### config.mk
export PLATFORM = sky130hd
export DESIGN_NAME = fr_block_framer
export DESIGN_NICKNAME = d
export VERILOG_FILES = /design/src/rtl/fr_pkg.sv /design/src/rtl/fr_keep_count.sv /design/src/rtl/fr_block_build.sv /design/src/rtl/fr_ctrl.sv /design/src/rtl/fr_block_framer.sv
export SDC_FILE = /design/constraint.sdc
export NUM_CORES = 1
export LEC_CHECK = 0
export ABC_AREA = 1
export BUFFER_PORTS_ARGS = -buffer_cell sky130_fd_sc_hd__buf_2
export CELL_PAD_IN_SITES_DETAIL_PLACEMENT = 1
export CELL_PAD_IN_SITES_GLOBAL_PLACEMENT = 1
export CORE_MARGIN = 2
export CORE_UTILIZATION = 36
export CTS_CLUSTER_DIAMETER = 80
export DETAILED_ROUTE_END_ITERATION = 12
export PLACE_DENSITY_LB_ADDON = 0.1
export SLEW_MARGIN = 10
export SYNTH_ARGS = -nofsm -noshare
export SYNTH_HDL_FRONTEND = slang
export SYNTH_SLANG_ARGS = --single-unit
### constraint.sdc
create_clock -name clk -period 2.45 [get_ports clk]
set_clock_uncertainty 0.1 [all_clocks]
set_input_delay 0.49 -clock clk [delete_from_list [all_inputs] [get_ports clk]]
set_output_delay 0.49 -clock clk [all_outputs]
set_load 0.02 [all_outputs]
### src/rtl/fr_pkg.sv
package fr_pkg;

    localparam logic [1:0] HDR_DATA = 2'b01;
    localparam logic [1:0] HDR_CTRL = 2'b10;

    localparam logic [7:0] TYPE_SEP  = 8'h1E;
    localparam logic [7:0] TYPE_SEP7 = 8'hE1;
    localparam logic [7:0] TYPE_IDLE = 8'h78;
    localparam logic [7:0] TYPE_COMP = 8'h80;

    typedef enum logic [1:0] {
        ST_RUN,
        ST_SEP_ZERO,
        ST_COMP
    } fr_state_e;

    typedef enum logic [2:0] {
        BK_IDLE,
        BK_DATA,
        BK_SEP,
        BK_SEP7,
        BK_SEP_EMPTY,
        BK_COMP
    } fr_kind_e;

endpackage

### src/rtl/fr_keep_count.sv
module fr_keep_count #(
    parameter int NB = 8,
    localparam int CW = $clog2(NB + 1)
) (
    input  logic [NB-1:0] keep,
    output logic [CW-1:0] count
);

    always_comb begin
        count = '0;
        for (int i = 0; i < NB; i++) begin
            count = count + CW'(keep[i]);
        end
    end

endmodule

### src/rtl/fr_block_build.sv
module fr_block_build
    import fr_pkg::*;
#(
    parameter int NB = 8,
    localparam int DW = NB * 8,
    localparam int CW = $clog2(NB + 1)
) (
    input  fr_kind_e        kind,
    input  logic [DW-1:0]   data,
    input  logic [CW-1:0]   count,
    output logic [1:0]      hdr,
    output logic [DW-1:0]   payload
);

    logic [DW-1:0] sep_pay;
    logic [DW-1:0] sep7_pay;

    for (genvar i = 0; i < NB; i++) begin : g_lane
        logic [7:0] sep_b;
        logic [7:0] sep7_b;
        if (i == 0) begin : g_type
            assign sep_b  = TYPE_SEP;
            assign sep7_b = TYPE_SEP7;
        end else if (i == 1) begin : g_cnt
            assign sep_b  = {{(8-CW){1'b0}}, count};
            assign sep7_b = data[7:0];
        end else begin : g_body
            assign sep_b  = (CW'(i - 2) < count) ? data[8*(i-2) +: 8] : 8'h00;
            assign sep7_b = data[8*(i-1) +: 8];
        end
        assign sep_pay[8*i +: 8]  = sep_b;
        assign sep7_pay[8*i +: 8] = sep7_b;
    end

    always_comb begin
        hdr     = HDR_CTRL;
        payload = DW'(TYPE_IDLE);
        unique case (kind)
            BK_IDLE: begin
                hdr     = HDR_CTRL;
                payload = DW'(TYPE_IDLE);
            end
            BK_DATA: begin
                hdr     = HDR_DATA;
                payload = data;
            end
            BK_SEP: begin
                hdr     = HDR_CTRL;
                payload = sep_pay;
            end
            BK_SEP7: begin
                hdr     = HDR_CTRL;
                payload = sep7_pay;
            end
            BK_SEP_EMPTY: begin
                hdr     = HDR_CTRL;
                payload = DW'(TYPE_SEP);
            end
            BK_COMP: begin
                hdr     = HDR_CTRL;
                payload = DW'(TYPE_COMP);
            end
            default: begin
                hdr     = HDR_CTRL;
                payload = DW'(TYPE_IDLE);
            end
        endcase
    end

endmodule

### src/rtl/fr_ctrl.sv
module fr_ctrl
    import fr_pkg::*;
#(
    parameter int CC_LEN = 8,
    localparam int LW = $clog2(CC_LEN + 1)
) (
    input  logic     clk,
    input  logic     rst_n,
    input  logic     in_valid,
    input  logic     in_last,
    input  logic     keep_full,
    input  logic     keep_seven,
    input  logic     cc_req,
    output logic     in_ready,
    output fr_kind_e kind
);

    fr_state_e     state, state_nxt;
    logic [LW-1:0] left, left_nxt;
    logic          pend, pend_nxt;
    logic          cc_go;

    always_ff @(posedge clk or negedge rst_n) begin
        if (!rst_n) begin
            state <= ST_RUN;
            left  <= '0;
            pend  <= 1'b0;
        end else begin
            state <= state_nxt;
            left  <= left_nxt;
            pend  <= pend_nxt;
        end
    end

    always_comb begin
        cc_go     = cc_req | pend;
        in_ready  = 1'b0;
        kind      = BK_IDLE;
        state_nxt = state;
        left_nxt  = left;
        pend_nxt  = pend | cc_req;
        unique case (state)
            ST_RUN: begin
                pend_nxt = 1'b0;
                if (cc_go) begin
                    kind      = BK_COMP;
                    left_nxt  = LW'(CC_LEN - 1);
                    state_nxt = (CC_LEN > 1) ? ST_COMP : ST_RUN;
                end else begin
                    in_ready = 1'b1;
                    if (in_valid) begin
                        if (!in_last) begin
                            kind = BK_DATA;
                        end else if (keep_full) begin
                            kind      = BK_DATA;
                            state_nxt = ST_SEP_ZERO;
                        end else if (keep_seven) begin
                            kind = BK_SEP7;
                        end else begin
                            kind = BK_SEP;
                        end
                    end
                end
            end
            ST_SEP_ZERO: begin
                kind      = BK_SEP_EMPTY;
                state_nxt = ST_RUN;
            end
            ST_COMP: begin
                kind     = BK_COMP;
                left_nxt = left - 1'b1;
                if (left == LW'(1)) begin
                    state_nxt = ST_RUN;
                end
            end
            default: begin
                state_nxt = ST_RUN;
            end
        endcase
    end

endmodule

### src/rtl/fr_block_framer.sv
module fr_block_framer
    import fr_pkg::*;
#(
    parameter int DATA_W = 64,
    parameter int CC_LEN = 8,
    localparam int NB = DATA_W / 8,
    localparam int CW = $clog2(NB + 1)
) (
    input  logic              clk,
    input  logic              rst_n,
    input  logic [DATA_W-1:0] s_tdata,
    input  logic [NB-1:0]     s_tkeep,
    input  logic              s_tlast,
    input  logic              s_tvalid,
    output logic              s_tready,
    input  logic              cc_req,
    output logic [1:0]        blk_hdr,
    output logic [DATA_W-1:0] blk_payload
);

    logic [CW-1:0]     keep_cnt;
    fr_kind_e          kind;
    logic [1:0]        hdr_c;
    logic [DATA_W-1:0] pay_c;

    fr_keep_count #(.NB(NB)) i_count (
        .keep  (s_tkeep),
        .count (keep_cnt)
    );

    fr_ctrl #(.CC_LEN(CC_LEN)) i_ctrl (
        .clk        (clk),
        .rst_n      (rst_n),
        .in_valid   (s_tvalid),
        .in_last    (s_tlast),
        .keep_full  (keep_cnt == CW'(NB)),
        .keep_seven (keep_cnt == CW'(NB - 1)),
        .cc_req     (cc_req),
        .in_ready   (s_tready),
        .kind       (kind)
    );

    fr_block_build #(.NB(NB)) i_build (
        .kind    (kind),
        .data    (s_tdata),
        .count   (keep_cnt),
        .hdr     (hdr_c),
        .payload (pay_c)
    );

    always_ff @(posedge clk or negedge rst_n) begin
        if (!rst_n) begin
            blk_hdr     <= HDR_CTRL;
            blk_payload <= DATA_W'(TYPE_IDLE);
        end else begin
            blk_hdr     <= hdr_c;
            blk_payload <= pay_c;
        end
    end

endmodule

==> impl_metrics.csv <==
group,metric,value,unit
timing,finalMaxSlewViolations,0,
route,routed_wl,19.9,mm
synthesis,syn_inst,654,
floorplanning,fp.dieW,117,um
timing,layout_setup_ws,-1.39,ns
floorplanning,dieHeight,117,um
clock_network,h-tree-depth,3,
placed_design,hpwlAfterDp,11.1,mm
placed_design,place_congestion,0.784,
route,wl_per_cell,19.4,um
timing,finalHoldViolCount,0,
synthesis,synth_nets,744,
setup_path,critPathRequiredTime,2.64,ns
timing,worst_slew_pin_slew,0.662,ns
power,p_leak,0.00409,uW
power,vdd_drop_max,0.475,mV
clock_network,cts_root_buffer,"clkbuf_16",
setup_path,worstSetupPathType,"in2reg",
timing,fmax,0.260,GHz
cells_and_area,drive_gt1_share,35.4,%
cells_and_area,antenna_cells,0,
route,firstDrtPassIters,4,
timing,rsz0062_at_grt,"yes",
setup_path,worstPathMaxFanout,11,
power,total_power,10300,uW
clock_network,clock-sinks,73,
timing,maxSlewHeadroom,55.7,%
global_routing,overflow,0,
setup_path,r2r_slack,-0.13,ns
global_routing,antenna_found_initial,0,
floorplanning,coreArea,12500,um^2
global_routing,grt_pass1_wl,28.8,mm
floorplanning,dieArea,13600,um^2
clock_network,clk_latency,0.35,ns
cells_and_area,post-route-util,57.0,%
timing,setup_violations,68,
clock_network,cts_made_buffers,9,
synthesis,synth_top_area_cell,"dfrtp_1",
timing,whs,0.237,ns
clock_network,cts_buffer_depth,2,
floorplanning,rows,41,
setup_path,arrival,4.03,ns
status,outcome,"finished with violations",
synthesis,ys_seq_area_share,40.1,%
synthesis,netlist_area,4570,um^2
synthesis,synthTopCellsByArea,"dfrtp_1 (37%), nand2_1 (17%), inv_1 (11%)",
route,via_count,5275,
floorplanning,pin_count,144,
clock_network,path_clk_slew,0.06,ns
power,power.density,1450,nW/um^2
cells_and_area,syn_to_final_growth,56.3,%
status,violations,"negative setup slack",
global_routing,grt_use_total,28.1,%
route,antenna_left,0,
timing,period_share,157,%
placed_design,numPortBuffers,143,
setup_path,cp-start-kind,"input pin",
cells_and_area,fin_nets,941,
route,drt_iter0_drc,283,
hold_path,hold_class,"in2reg",
synthesis,synth_top_area_share,37.3,%
synthesis,ys_ff_latch,73,
synthesis,syn_area_per_cell,6.98,um^2
clock_network,cts_tree,"done",
setup_path,end_kind,"flop",
floorplanning,start_util,36.5,%
synthesis,yosysWarnings,0,
synthesis,synth_cell_types,28,
job,maxCapViolCount,0,
global_routing,grt_pass1_vias,5446,
timing,fin_crit,3.84,ns
route,via_per_inst,5.13,
global_routing,grt_max_degree,45,
route,drc,0,
-- final timing paths --
path,startpoint,to,cells past startpoint
max,s_tkeep[0],blk_payload[34]$_DFF_PN0_,22
min,s_tdata[56],blk_payload[56]$_DFF_PN0_,3
max reg2reg,i_ctrl.state[1]$_DFFE_PN0P_,blk_payload[34]$_DFF_PN0_,15
min reg2reg,i_ctrl.left[2]$_DFFE_PN0P_,i_ctrl.left[2]$_DFFE_PN0P_,1
max in group asynchronous,rst_n,blk_payload[23]$_DFF_PN0_,3
min in group asynchronous,rst_n,blk_payload[12]$_DFF_PN0_,2
-- layer usage --
metal  share of wire [%]  global-route usage [%]  vias up
li1                    -                       -     2420
met4                 3.8                    12.1        0
met5                   0                       0        -
met3                 6.2                    5.09       60
met2                  50                    48.5      195
met1                  40                    34.5     2600
-- cell usage in the layout, fill, tap and decap left out, drive strengths merged, types with 5 or more instances in the layout --
| cell type | synthesis | final |
|---|---|---|
| dfstp | 5 | 5 |
| inv | 137 | 136 |
| nor2 | 50 | 50 |
| nand4 | 54 | 54 |
| buf | 30 | 214 |
| dfrtp | 68 | 68 |
| clkbuf | 6 | 19 |
| nand3 | 58 | 58 |
| ha | 9 | 9 |
| o21ai | 10 | 10 |
| nand2 | 207 | 207 |
| a21oi | 5 | 5 |
-- power breakdown --
part	internal [uW]	total, uW	switching, uW
Sequential	1790	2000	206
Combinational	2920	6720	3800
Clock	1050	1610	553
-- per-stage QoR --
stage	std cells	setup WS (ns)	setup TNS [ns]	instance area, um^2
6_report	1028	-1.39	-88.70	7140
5_1_grt	1028	-1.51	-97.19	7140
4_1_cts	1015	-1.28	-83.32	6820
3_5_place_dp	969	-1.80	-113.30	5690
3_3_place_gp	969	-1.65	-103.84	5690
2_1_floorplan	654	-1.39	-90.51	4610
-- Yosys cell counts (all sizes together) --
master / count
nand2: 207
nand4: 54
nor2: 50
ha: 9
buf: 30
o211ai: 4
a21oi: 5
nor3: 4
a31oi: 1
inv: 137
dfstp: 5
o2111ai: 1
fa: 4
clkbuf: 6
nand3: 58
o21ai: 10
dfrtp: 68
o21bai: 1
-- worst max-delay path, stage by stage --
cell     delay, ns
buf_8         0.10
ha_4          0.24
inv_2         0.03
fa_1          0.44
fa_1          0.49
inv_1         0.05
fa_2          0.35
inv_2         0.07
fa_2          0.45
inv_2         0.10
nor2_4        0.04
nand3_4       0.09
nand4_4       0.12
nor2_4        0.13
buf_12        0.15
buf_12        0.11
buf_12        0.11
buf_16        0.13
nand3_1       0.12
nand2_1       0.09
inv_1         0.05
nand2_1       0.05
-- timing repair --
| item | CTS | global route |
|---|---|---|
| buffers inserted | 17 | 8 |
| pin swaps | 24 | 11 |
| endpoints found under the setup margin | 68 | 69 |
| hold endpoints to repair | 24 | 0 |
| gates cloned | 13 | 8 |
| resized for setup | 61 | 30 |
| hold buffers | 1 | 0 |
-- sequential cells by signal, indices dropped and copies added (netlist names) --
signal,flops
i_ctrl.left,4
i_ctrl.state,2
blk_payload,64
i_ctrl.pend,1
blk_hdr,2
-- logic make-up (layout without fill, tap and decap cells) --
| kind of cell | after synthesis | after routing | synth area share, % |
|---|---|---|---|
| and+or+nand+nor | 373 | 373 | 36.4 |
| buffers and inverters | 173 | 375 | 16.2 |
| DFF | 73 | 73 | 40.1 |
| AOI/OAI and AO/OA | 22 | 22 | 3.04 |
| adders and majority gates | 13 | 13 | 4.22 |
-- final cells by class --
class | count | area [um^2]
tap | 172 | 215
multi-input combinational | 408 | 2260
timing repair buffer | 222 | 1950
inverter | 137 | 524
clock inverter | 4 | 98.8
clock buffer | 12 | 256
sequential | 73 | 1830
fill | 1576 | 5380
Power figures use the tool's default switching activity.
